--- src/rtl/dpc_pkg.sv ---
package dpc_pkg;

    typedef enum logic [1:0] {
        OWN_NONE  = 2'd0,
        OWN_LEFT  = 2'd1,
        OWN_RIGHT = 2'd2
    } own_state_t;

    localparam int NUM_PORTS = 2;
    localparam int PORT_L    = 0;
    localparam int PORT_R    = 1;

endpackage

--- src/rtl/dpc_incumbency.sv ---
module dpc_incumbency #(
    parameter int ADDR_W = 14
) (
    input  logic              clk,
    input  logic              rst_n,
    input  logic              en,
    input  logic [ADDR_W-1:0] addr,
    output logic              held
);

    logic              en_q;
    logic [ADDR_W-1:0] addr_q;

    always_ff @(posedge clk) begin
        if (!rst_n) begin
            en_q   <= 1'b0;
            addr_q <= '0;
        end else begin
            en_q   <= en;
            addr_q <= addr;
        end
    end

    // The port was already sitting on this address in the previous cycle.
    assign held = en && en_q && (addr == addr_q);

endmodule

--- src/rtl/dpc_owner_fsm.sv ---
module dpc_owner_fsm
    import dpc_pkg::*;
(
    input  logic clk,
    input  logic rst_n,
    input  logic match,
    input  logic l_held,
    input  logic r_held,
    output logic win_left,
    output logic win_right
);

    own_state_t state_q, state_d;
    logic       onset_right;

    // The right port wins the onset only as the sole incumbent; a tie goes left.
    assign onset_right = r_held && !l_held;

    always_ff @(posedge clk) begin
        if (!rst_n) state_q <= OWN_NONE;
        else        state_q <= state_d;
    end

    always_comb begin
        state_d = state_q;
        unique case (state_q)
            OWN_NONE: begin
                if (match) state_d = onset_right ? OWN_RIGHT : OWN_LEFT; // ONSET_RIGHT / ONSET_LEFT
            end
            OWN_LEFT: begin
                if (!match) state_d = OWN_NONE;                            // RELEASE, else HOLD
            end
            OWN_RIGHT: begin
                if (!match) state_d = OWN_NONE;                            // RELEASE, else HOLD
            end
            default: state_d = OWN_NONE;
        endcase
    end

    always_comb begin
        win_left  = 1'b0;
        win_right = 1'b0;
        if (match) begin
            unique case (state_q)
                OWN_NONE: begin
                    win_left  = !onset_right;
                    win_right = onset_right;
                end
                OWN_LEFT:  win_left  = 1'b1;
                OWN_RIGHT: win_right = 1'b1;
                default: begin
                    win_left  = 1'b0;
                    win_right = 1'b0;
                end
            endcase
        end
    end

    // ownership never passes directly from one port to the other.
    p_no_swap_l_r5: assert property (@(posedge clk) disable iff (!rst_n)
        (state_q == OWN_LEFT) |=> (state_q != OWN_RIGHT));
    p_no_swap_r_r5: assert property (@(posedge clk) disable iff (!rst_n)
        (state_q == OWN_RIGHT) |=> (state_q != OWN_LEFT));

endmodule

--- src/rtl/dpc_write_gate.sv ---
module dpc_write_gate (
    input  logic en,
    input  logic wr,
    input  logic blocked,
    output logic wr_out
);

    assign wr_out = en && wr && !blocked;

endmodule

--- src/rtl/dualport_contend_arb.sv ---
module dualport_contend_arb
    import dpc_pkg::*;
#(
    parameter int ADDR_W = 14
) (
    input  logic              clk,
    input  logic              rst_n,
    input  logic              master_sel,
    input  logic              lt_en,
    input  logic [ADDR_W-1:0] lt_addr,
    input  logic              lt_wr,
    input  logic              rt_en,
    input  logic [ADDR_W-1:0] rt_addr,
    input  logic              rt_wr,
    input  logic              lt_busy_in_n,
    input  logic              rt_busy_in_n,
    output logic              lt_busy_out_n,
    output logic              rt_busy_out_n,
    output logic              lt_wr_gated,
    output logic              rt_wr_gated
);

    logic              en_v      [NUM_PORTS];
    logic [ADDR_W-1:0] addr_v    [NUM_PORTS];
    logic              wr_v      [NUM_PORTS];
    logic              held_v    [NUM_PORTS];
    logic              blk_v     [NUM_PORTS];
    logic              gated_v   [NUM_PORTS];
    logic              busyin_v  [NUM_PORTS];
    logic              lose_v    [NUM_PORTS];
    logic              match;
    logic              win_left, win_right;

    assign en_v[PORT_L]     = lt_en;
    assign en_v[PORT_R]     = rt_en;
    assign addr_v[PORT_L]   = lt_addr;
    assign addr_v[PORT_R]   = rt_addr;
    assign wr_v[PORT_L]     = lt_wr;
    assign wr_v[PORT_R]     = rt_wr;
    assign busyin_v[PORT_L] = lt_busy_in_n;
    assign busyin_v[PORT_R] = rt_busy_in_n;

    assign match = lt_en && rt_en && (lt_addr == rt_addr);

    dpc_owner_fsm u_fsm (
        .clk       (clk),
        .rst_n     (rst_n),
        .match     (match),
        .l_held    (held_v[PORT_L]),
        .r_held    (held_v[PORT_R]),
        .win_left  (win_left),
        .win_right (win_right)
    );

    assign lose_v[PORT_L] = win_right;
    assign lose_v[PORT_R] = win_left;

    for (genvar p = 0; p < NUM_PORTS; p++) begin : g_port
        dpc_incumbency #(.ADDR_W(ADDR_W)) u_inc (
            .clk   (clk),
            .rst_n (rst_n),
            .en    (en_v[p]),
            .addr  (addr_v[p]),
            .held  (held_v[p])
        );

        // A master blocks on its own verdict, a slave on the imported busy.
        assign blk_v[p] = master_sel ? lose_v[p] : !busyin_v[p];

        dpc_write_gate u_gate (
            .en      (en_v[p]),
            .wr      (wr_v[p]),
            .blocked (blk_v[p]),
            .wr_out  (gated_v[p])
        );
    end

    assign lt_busy_out_n = master_sel ? !lose_v[PORT_L] : 1'b1;
    assign rt_busy_out_n = master_sel ? !lose_v[PORT_R] : 1'b1;
    assign lt_wr_gated   = gated_v[PORT_L];
    assign rt_wr_gated   = gated_v[PORT_R];

    p_idle_no_busy_r1: assert property (@(posedge clk) disable iff (!rst_n)
        !(lt_en && rt_en && (lt_addr == rt_addr)) |-> (lt_busy_out_n && rt_busy_out_n));

    p_one_loser_r2: assert property (@(posedge clk) disable iff (!rst_n)
        (master_sel && lt_en && rt_en && (lt_addr == rt_addr)) |-> (lt_busy_out_n != rt_busy_out_n));

    p_keep_owner_r5: assert property (@(posedge clk) disable iff (!rst_n)
        (master_sel && match && $past(rst_n) && $past(master_sel) && $past(match))
        |-> $stable(lt_busy_out_n));

    p_gate_left_r7: assert property (@(posedge clk) disable iff (!rst_n)
        (master_sel && !lt_busy_out_n) |-> !lt_wr_gated);

    p_gate_right_r7: assert property (@(posedge clk) disable iff (!rst_n)
        (master_sel && !rt_busy_out_n) |-> !rt_wr_gated);

    p_slave_quiet_r8: assert property (@(posedge clk) disable iff (!rst_n)
        !master_sel |-> (lt_busy_out_n && rt_busy_out_n));

    p_slave_block_r8: assert property (@(posedge clk) disable iff (!rst_n)
        (!master_sel && (!lt_busy_in_n || !rt_busy_in_n))
        |-> !((!lt_busy_in_n && lt_wr_gated) || (!rt_busy_in_n && rt_wr_gated)));

endmodule

--- config.mk ---
export PLATFORM = sky130hd
export DESIGN_NAME = dualport_contend_arb
export DESIGN_NICKNAME = d
export VERILOG_FILES = /design/src/rtl/dpc_pkg.sv /design/src/rtl/dpc_incumbency.sv /design/src/rtl/dpc_owner_fsm.sv /design/src/rtl/dpc_write_gate.sv /design/src/rtl/dualport_contend_arb.sv
export SDC_FILE = /design/constraint.sdc
export NUM_CORES = 1
export LEC_CHECK = 0
export BUFFER_PORTS_ARGS = -buffer_cell sky130_fd_sc_hd__buf_2
export CAP_MARGIN = 20
export CORE_MARGIN = 1
export CORE_UTILIZATION = 47
export DETAILED_ROUTE_END_ITERATION = 6
export PLACE_DENSITY = 0.76
export SYNTH_ARGS = -nofsm -noshare
export SYNTH_HDL_FRONTEND = slang
export SYNTH_SLANG_ARGS = --single-unit
--- constraint.sdc ---
create_clock -name clk -period 1.7 [get_ports clk]
set_input_delay 0.085 -clock clk [delete_from_list [all_inputs] [get_ports clk]]
set_output_delay 0.085 -clock clk [all_outputs]
set_load 0.005 [all_outputs]
==> results of run 1 <==
==> report_power, final <==
group          internal, µW  total, µW  switching [µW]
Combinational           146        286             140
Sequential              788        807            19.2
Clock                   204        447             243
==> sequential cells by signal, indices dropped and copies added (netlist names) <==
name / count
g_port.u_inc.addr_q: 28
g_port.u_inc.en_q: 2
u_fsm.state_q: 2
==> final cells by class <==
type                       instances  area [µm²]
clock buffer                       8        58.8
inverter                           2        7.51
timing repair buffer              55         330
sequential                        32         643
tap                               44        55.1
multi-input combinational        121         998
fill                             273        1030
==> final timing paths <==
check / from / endpoint / slack, ns
hold reg to reg: u_fsm.state_q[0] / u_fsm.state_q[0] / 0.59
setup / recovery: g_port[0].u_inc.addr_q[9] / lt_wr_gated / -0.20
hold / removal: rt_addr[2] / g_port[1].u_inc.addr_q[2] / 0.008
setup reg to reg: g_port[1].u_inc.addr_q[0] / u_fsm.state_q[1] / 0.19
==> layout by cell type, fill, tap and decap left out, drive strengths merged, types with 2 or more instances in the layout <==
cell type     n
xor2         20
xnor2        22
ha            3
o221ai        2
nand2         2
nand3         5
dfxtp        32
nand4        10
inv           2
dlygate4sd3   7
clkbuf        8
and2         31
buf          48
a31oi         2
nor3          2
nor4          8
and4          3
o211ai        3
==> synthesized netlist by cell type (2+ instances only) <==
| cell type | n |
|---|---|
| and2_1 | 30 |
| o221ai_1 | 2 |
| nand4_1 | 10 |
| nor4_1 | 7 |
| xnor2_1 | 22 |
| xor2_1 | 20 |
| dfxtp_1 | 32 |
| o211ai_1 | 3 |
| nand2_1 | 2 |
| a31oi_1 | 2 |
| nand3_1 | 5 |
| nor3_1 | 2 |
| inv_1 | 2 |
| clkbuf_1 | 3 |
| and4_1 | 3 |
| ha_1 | 3 |
==> worst reg2reg max path, cell delays in order, from the launching register on <==
cell and delay, ns:
dfxtp_1 0.33, xnor2_2 0.16, nor4bb_1 0.26, and4b_1 0.25
buf_4 0.11, nand4_1 0.10, o221ai_1 0.22
==> cell families (layout without fill, tap and decap cells) <==
logic type      Yosys count  count (layout)
simple gates             66              66
xor+xnor                 42              42
buf+inv                   6              65
flops                    32              32
compound gates           10              10
fa+ha+maj                 3               3
==> layer usage <==
layer  share of wire [%]  vias to the layer above
li1                    -                      669
met5                   0                        -
met1                  41                      621
met3                 2.9                       13
met4                 3.0                        0
met2                  53                       32
==> stage by stage <==
| stage | std cells | setup WS (ns) | util (%) | TNS (ns) | power, µW |
|---|---|---|---|---|---|
| after detailed placement | 246 | -0.164 | 60.0 | -0.798 | 1070 |
| after floorplan | 159 | 0.0871 | - | 0 | 959 |
| final | 262 | -0.204 | 66.9 | -0.725 | 1540 |
| after global routing | 262 | -0.321 | 66.9 | -1.19 | 1620 |
| after global placement | 246 | -0.0907 | 60.0 | -0.266 | 1060 |
| after CTS | 260 | -0.251 | 64.7 | -0.869 | 1530 |
==> what timing repair did <==
action | 4_1_cts | 5_1_grt
hold buffers | 5 | 2
pin swaps | 13 | 6
endpoints found under the hold margin | 5 | 2
resized for setup | 7 | 7
setup endpoints to repair | 4 | 4
cloned | 0 | 0
buffers inserted | 1 | 0
==> qor.yml, run 1 <==
grt:
  grt_pass1_wl_mm: 5.80
  grt_max_degree: 36
  track_usage_pct: 22.5
  grt_util_met2_pct: 40.7
  grt_util_met1_pct: 24.5
  busiest_layer: "met2"
  globalRouteOverflowTotal: 0
  grt_pass1_vias: 1318
  met3_usage_pct: 4.76
  antenna_found_initial: 0
logic_synthesis:
  synth_top_family_by_area: "simple AND/OR/NAND/NOR gates"
  synthArstFlopShare_pct: 0
  synthSimpleGateAreaFrac_pct: 27.6
  synth-xor-area-share_pct: 23.2
  synth_nets: 199
  ys.flop_type: "dfxtp_1"
  synth_edf_count: 0
  synth_top_area_share_pct: 40.4
  yosysSeqAreaShare_pct: 40.4
  netlist_area_um2: 1590
  synthMuxAreaShare_pct: 0
  synthTopCellsByArea: "dfxtp_1 (40%), xnor2_1 (12%), and2_1 (12%)"
  synthAdderAreaFrac_pct: 2.37
  synth_area_per_cell_um2: 9.98
  synth_top_cell_by_area: "dfxtp_1"
  yosys_warnings: 0
  postSynthCellCount: 159
  synth-compound-area-share_pct: 4.81
  synth-seq-cells: 32
  yosys.cell_types.count: 27
detailed_routing:
  dr.pass1.iters: 4
  via_per_inst: 5.10
  drt_iter0_drc: 52
  via_count: 1335
  antenna_left: 0
  drc: 0
  wirelength_mm: 3.61
  wl_per_cell_um: 13.8
cells_and_area:
  diodes: 0
  final_nets: 257
  final_cell_area_um2: 2090
  drive_above_1_share_pct: 32.1
  syn_to_final_growth_pct: 31.9
worst_setup_path:
  start_kind: "register"
  cp_max_fo: 2
  worst-setup-path-type: "register to primary output"
  critPathBufInv: 1
  crit_chain: "xor2_2 > nor4_1 > nand4_1 > a31o_2 > a31oi_1 > buf_2"
  cp_num_cells: 6
  crit_arrival_ns: 1.82
  endpoint_kind: "primary output"
  critical_path_required_ns: 1.62
  slowest_delay_ns: 0.34
  r2r_cells: 6
  crit_slowest_cell: "dfxtp_2"
  critPathTopFamily: "simple AND/OR/NAND/NOR gates"
worst_hold_path:
  hold_class: "primary input to register"
  hold_path_depth: 2
timing:
  worstMarginPinSlew_ns: 0.474
  hold_violations: 0
  fmax_mhz: 525
  post-route-period-util_pct: 112
  rsz0062_at_grt: "yes"
  fin_skew_ns: 0.00514
  setup_slack_ns: -0.204
  layout_min_cycle_time_ns: 1.90
  fin_hold_ws_ns: 0.00839
  setup_violations: 4
  slew_headroom_pct: 68.4
  drv_slew: 0
power_and_ir_drop:
  ir_drop_v: 0.000468
  leakagePower_uw: 0.000886
  powerDensity_nw_per_um2: 736
floorplanning:
  dieArea_um2: 3610
  initial_utilization_pct: 50.7
  fp.dieW_um: 60.1
  io_pins: 41
  die_h_um: 60.1
  core_area_um2: 3130
  rows: 20
clock_tree:
  cts_buffers: 5
  cts_sinks: 32
  cts_root_buf: "clkbuf_4"
  clock_latency_ns: 0.33
  clk_pin_slew_worst_paths_ns: 0.10
  clock_path_buffers: 2
  htree_levels: 2
  cts_tree: "yes"
place:
  gp_congestion: 0.809
  dpl.hpwl_mm: 2.78
  dpl_cell_area_um2: 1880
  port_buffers: 40
flow_run:
  drv_cap: 0
run_status:
  violations: "negative setup slack"
  status: "complete, but fails checks"
(Power assumes the default switching activity.)
==> run 2: changes to the inputs <==
Settings changed: ABC_AREA from default to 1, CORE_UTILIZATION 47 to 48.
==> run 2 against run 1 <==
Against the previous run: first-iteration DRC count did not move; largest power group unchanged; the run still ends with negative setup slack left; via count rose by 31%; sequential share of layout area fell by 1.8 points; critical path type unchanged; count of clock-buffer cells in the layout fell by 1.
==> qor.yml, run 2 <==
floorplanning:
  initial_utilization_pct: 52.2
  core_area_um2: 3470
  die_h_um: 63.4
  io_pins: 41
  rows: 21
  fp.dieW_um: 63.4
  dieArea_um2: 4020
power_and_ir_drop:
  leakagePower_uw: 0.00138
  power_uw: 2170
  powerDensity_nw_per_um2: 971
  ir_drop_v: 0.000600
run_status:
  status: "complete, but fails checks"
  violations: "negative setup slack"
timing:
  setup_violations: 1
  setup_tns_ns: -0.0181
  fin_hold_ws_ns: 0.0137
  post-route-period-util_pct: 101
  rsz0062_at_grt: "yes"
  slew_headroom_pct: 61.5
  setup_slack_ns: -0.0181
  worstMarginPinSlew_ns: 0.577
  fin_skew_ns: 0.00245
  layout_min_cycle_time_ns: 1.72
  fmax_mhz: 582
  hold_violations: 0
  drv_slew: 0
clock_tree:
  cts_root_buf: "clkbuf_8"
  htree_levels: 2
  cts_tree: "yes"
  cts_buffers: 5
  clock_path_buffers: 2
  post-cts-setup-buffers: 0
  clock_latency_ns: 0.29
  clk_pin_slew_worst_paths_ns: 0.07
  cts_sinks: 32
worst_setup_path:
  critPathBufInv: 3
  crit_slowest_cell: "dfxtp_2"
  critPathTopFamily: "simple AND/OR/NAND/NOR gates"
  slowest_delay_ns: 0.34
  endpoint_kind: "primary output"
  worst-setup-path-type: "register to primary output"
  crit_arrival_ns: 1.63
  start_kind: "register"
  critical_path_required_ns: 1.62
  crit_chain: "inv_2 > nand2_2 > nand2_1 > inv_1 > nand2_1 > nor2_2 > nand2_1 > nor2_2 > nand2_1 > nand2_2 > nand2_2 > a21oi_2 > buf_2"
  cp_max_fo: 2
  crit_top_cell: "nand2_1"
  reg2reg_slack_ns: 0.40
logic_synthesis:
  netlist_area_um2: 1810
  synthTopCellsByArea: "dfxtp_1 (35%), nand2_1 (25%), inv_1 (16%)"
  synth-seq-cells: 32
  yosysSeqAreaShare_pct: 35.4
  ys.flop_type: "dfxtp_1"
  synth_nets: 351
  synth.most_common_cell: "nand2_1"
  synth_area_per_cell_um2: 5.82
  postSynthCellCount: 311
  synthArstFlopShare_pct: 0
  yosys_warnings: 0
  synth_edf_count: 0
  yosys.cell_types.count: 18
  synth_common_cells: "nand2_1 (120), inv_1 (78), dfxtp_1 (32)"
  synth_top_cell_by_area: "dfxtp_1"
  synth_top_area_share_pct: 35.4
cells_and_area:
  seqCellArea_um2: 644
  num-fill-cells: 376
  multi_input_area_um2: 860
  syn_to_final_growth_pct: 23.2
  diodes: 0
  stdcell_count: 404
  final_nets: 397
  drive_above_1_share_pct: 20.4
  layout_common_cells: "nand2_1 (115), inv_1 (76), buf_2 (40), dfxtp_1 (29), nor2_1 (27)"
  layout_commonest_cell: "nand2_1"
  largest_reg_flops: 28
  regMostFlops: "g_port.u_inc.addr_q"
  reg_top3: "g_port.u_inc.addr_q x28, g_port.u_inc.en_q x2, u_fsm.state_q x2"
grt:
  grt_pass1_wl_mm: 6.60
  grt_pass1_vias: 1568
  track_usage_pct: 21.4
  globalRouteOverflowTotal: 0
  grt_max_degree: 33
  antenna_found_initial: 0
place:
  dp.cells: 394
  gp_congestion: 0.808
  dpl.hpwl_mm: 2.90
  port_buffers: 40
worst_hold_path:
  hold_class: "primary input to register"
detailed_routing:
  dr.pass1.iters: 4
  drc: 0
  drt_iter0_drc: 52
  via_per_inst: 4.31
  antenna_left: 0
  wirelength_mm: 3.82
  via_count: 1743
  wl_per_cell_um: 9.44
flow_run:
  drv_cap: 0
run 2: metal layers:
layer / track usage (%) / routed length, µm / vias up
li1: - / - / 969
met1: 26.6 / 1850 / 740
met2: 35.4 / 1770 / 30
met3: 6.70 / 150 / 4
met4: 5.97 / 47 / 0
met5: 0 / 0 / -
run 2: final timing paths:
check / from / end / cells after the start
worst min register to register: u_fsm.state_q[0] / u_fsm.state_q[0] / 2
worst min-delay path: lt_addr[7] / g_port[0].u_inc.addr_q[7] / 3
worst max-delay path: g_port[1].u_inc.addr_q[10] / rt_wr_gated / 13
worst max register to register: g_port[1].u_inc.addr_q[10] / u_fsm.state_q[0] / 13
run 2: what timing repair did:
action                                  4_1_cts  5_1_grt
hold buffers                                  2        0
endpoints found under the setup margin        0        4
endpoints found under the hold margin         2        0
gates resized for setup                       0       14
run 2: metrics by stage:
step                instance area (µm²)  setup WS [ns]  utilization (%)
floorplan                          1810          0.548                -
global placement                   2060          0.369             59.3
detailed placement                 2060          0.349             59.3
CTS                                2200         0.0208             63.5
global route                       2230         -0.140             64.3
finish                             2230        -0.0181             64.3
run 2: power breakdown:
group	internal (µW)	switching, µW	total [µW]
Combinational	205	308	513
Sequential	813	33.8	847
Clock	517	289	806
run 2: kinds of logic after synthesis:
| kind of cell | synth area share (%) |
|---|---|
| XOR/XNOR | 4.35 |
| AND/OR/NAND/NOR | 34.5 |
| buffers and inverters | 18.5 |
| AO/OA/AOI/OAI | 5.25 |
| adder cells (fa/ha/maj) | 2.07 |
| flip-flops | 35.4 |
run 2: cell type report:
class,instances,area share (%)
Multi-Input combinational cell,190,38.5
Clock inverter,1,1.35
Inverter,86,14.5
Sequential cell,32,28.9
Timing Repair Buffer,42,9.87
Tap cell,46,2.58
Clock buffer,7,4.32
run 2: tightest hold or removal path, stage by stage:
cell	delay, ns
buf_2	0.10
nand2_1	0.05
inv_1	0.04
==> run 3: changes to the inputs <==
Settings changed: CORE_UTILIZATION 48 to 50, CTS_BUF_LIST from default to sky130_fd_sc_hd__clkbuf_2 sky130_fd_sc_hd__clkbuf_4 sky130_fd_sc_hd__clkbuf_8, PLACE_DENSITY 0.76 to 0.79.
==> run 3 against run 2 <==
Against the previous run: the run still ends with negative setup slack left; first-iteration DRC count is 38% higher; final area grew 9.5%; setup slack worse by 0.018 ns; non-clock buffer count increased by 27; cell count grew 6.4%; sequential share of layout area fell by 2.4 points; power is 12% lower; flip-flop and latch count unchanged; critical path depth decreased by 2; global-route usage up 2.6 points; count of clock-buffer cells in the layout unchanged; maximum frequency shrank 1.1%; critical endpoint unchanged; largest cell class unchanged.
==> qor.yml, run 3 (synthesized netlist as in run 2, its figures left out) <==
cells_and_area:
  stdcell_count: 430
  utilization_pct: 72.1
  layout_commonest_cell: "nand2_1"
  layout_common_cells: "nand2_1 (117), inv_1 (76), buf_2 (40), dlygate4sd3_1 (29), nor2_1 (28)"
  final_nets: 424
  syn_to_final_growth_pct: 35.0
  largest_reg_flops: 28
  reg_top3: "g_port.u_inc.addr_q x28, g_port.u_inc.en_q x2, u_fsm.state_q x2"
  diodes: 0
  drive_above_1_share_pct: 19.3
  regMostFlops: "g_port.u_inc.addr_q"
timing:
  setup_violations: 1
  setup_slack_ns: -0.0364
  fmax_mhz: 576
  rsz0062_at_grt: "yes"
  layout_min_cycle_time_ns: 1.74
  drv_slew: 0
  slew_headroom_pct: 61.1
  worstMarginPinSlew_ns: 0.583
  fin_skew_ns: 0.00422
  hold_violations: 0
  post-route-period-util_pct: 102
  fin_hold_ws_ns: 0.0254
grt:
  grt_pass1_vias: 1705
  antenna_found_initial: 0
  grt_pass1_wl_mm: 7.22
  grt_max_degree: 33
  track_usage_pct: 24.1
  globalRouteOverflowTotal: 0
worst_setup_path:
  crit_arrival_ns: 1.65
  cp_max_fo: 2
  critical_path_required_ns: 1.62
  crit_slowest_cell: "dfxtp_1"
  slowest_delay_ns: 0.32
  worst-setup-path-type: "register to primary output"
  r2r-start: "g_port[1].u_inc.en_q"
  crit_chain: "nand2_1 > a21oi_2 > nand2_1 > nor2_1 > nand2_1 > nor2_2 > nand2_1 > nand2_2 > nand2_2 > a21oi_2 > buf_2"
  r2r_cells: 10
  endpoint_kind: "primary output"
  crit_top_cell: "nand2_1"
  r2r_end: "u_fsm.state_q[1]"
  reg2reg_slack_ns: 0.40
  start_kind: "register"
clock_tree:
  cts_buffers: 5
  cts_tree: "yes"
  clk_pin_slew_worst_paths_ns: 0.09
  cts_sinks: 32
  post-cts-setup-buffers: 0
  clock_path_buffers: 2
  cts_root_buf: "clkbuf_4"
  clock_latency_ns: 0.34
  htree_levels: 2
floorplanning:
  initial_utilization_pct: 53.4
  dieArea_um2: 3870
  io_pins: 41
  rows: 21
  core_area_um2: 3390
  fp.dieW_um: 62.2
  die_h_um: 62.2
worst_hold_path:
  min_to: "g_port[0].u_inc.addr_q[9]"
  hold_class: "primary input to register"
  min_from: "lt_addr[9]"
  hold_path_depth: 3
flow_run:
  drv_cap: 0
detailed_routing:
  wirelength_mm: 4.23
  drt_iter0_drc: 72
  drc: 0
  via_count: 1892
  wl_per_cell_um: 9.84
  dr.pass1.iters: 5
  via_per_inst: 4.40
  antenna_left: 0
power_and_ir_drop:
  leakagePower_uw: 0.00146
  powerDensity_nw_per_um2: 782
  ir_drop_v: 0.000556
run_status:
  violations: "negative setup slack"
  status: "complete, but fails checks"
place:
  port_buffers: 40
  dp.cells: 394
  gp_congestion: 0.809
  dpl.hpwl_mm: 2.85
==> run 3: cell type report <==
class / count / area, µm²
fill: 294 / 946
multi-input combinational: 190 / 860
sequential: 32 / 648
timing repair buffer: 69 / 490
inverter: 86 / 323
clock buffer: 7 / 65.1
tap: 46 / 57.6
==> run 3: per-stage QoR <==
step | setup TNS [ns] | power [µW] | setup slack, ns | instance area [µm²]
detailed placement | 0 | 1340 | 0.283 | 2060
global placement | 0 | 1320 | 0.289 | 2060
global route | -0.523 | 2050 | -0.162 | 2440
floorplan | 0 | 1190 | 0.548 | 1810
finish | -0.0364 | 1910 | -0.0364 | 2440
CTS | -0.0323 | 1870 | -0.0323 | 2420
==> run 3: metal layers <==
metal  vias to the layer above  global-route usage, %  wire length (µm)
li1                       1024                      -                 -
met1                       829                   28.9              1940
met2                        30                   40.5              2060
met3                         9                   6.80               150
met4                         0                   9.30                73
met5                         -                      0                 0
==> run 3: worst max path at each step <==
| stage | startpoint | endpoint | cells after the start |
|---|---|---|---|
| 3_3_place_gp | g_port[1].u_inc.en_q | rt_wr_gated | 11 |
| 3_5_place_dp | g_port[1].u_inc.en_q | rt_wr_gated | 11 |
| 5_1_grt | g_port[1].u_inc.en_q | rt_wr_gated | 11 |
| 4_1_cts | g_port[1].u_inc.addr_q[7] | rt_wr_gated | 13 |
| 6_report | g_port[1].u_inc.en_q | rt_wr_gated | 11 |
| 2_1_floorplan | u_fsm.state_q[0] | u_fsm.state_q[0] | 7 |
==> run 3: worst max-delay path: cells and delay by family (launching register included) <==
kind / cells / cell delay, ns
DFF: 1 / 0.32
and+or+nand+nor: 8 / 0.65
AOI/OAI and AO/OA: 2 / 0.21
buffers and inverters: 1 / 0.12
==> run 3: report_power, final <==
group	internal [µW]	total (µW)	switching, µW
sequential	813	851	38.3
combinational	244	576	332
clock	234	482	248
total	1290	1910	619
==> run 3: repair_timing <==
item	CTS	global route
hold buffers	29	0
endpoints found under the setup margin	4	4
cloned	0	0
hold endpoints to repair	29	0
resized for setup	4	11
pin swaps	2	1
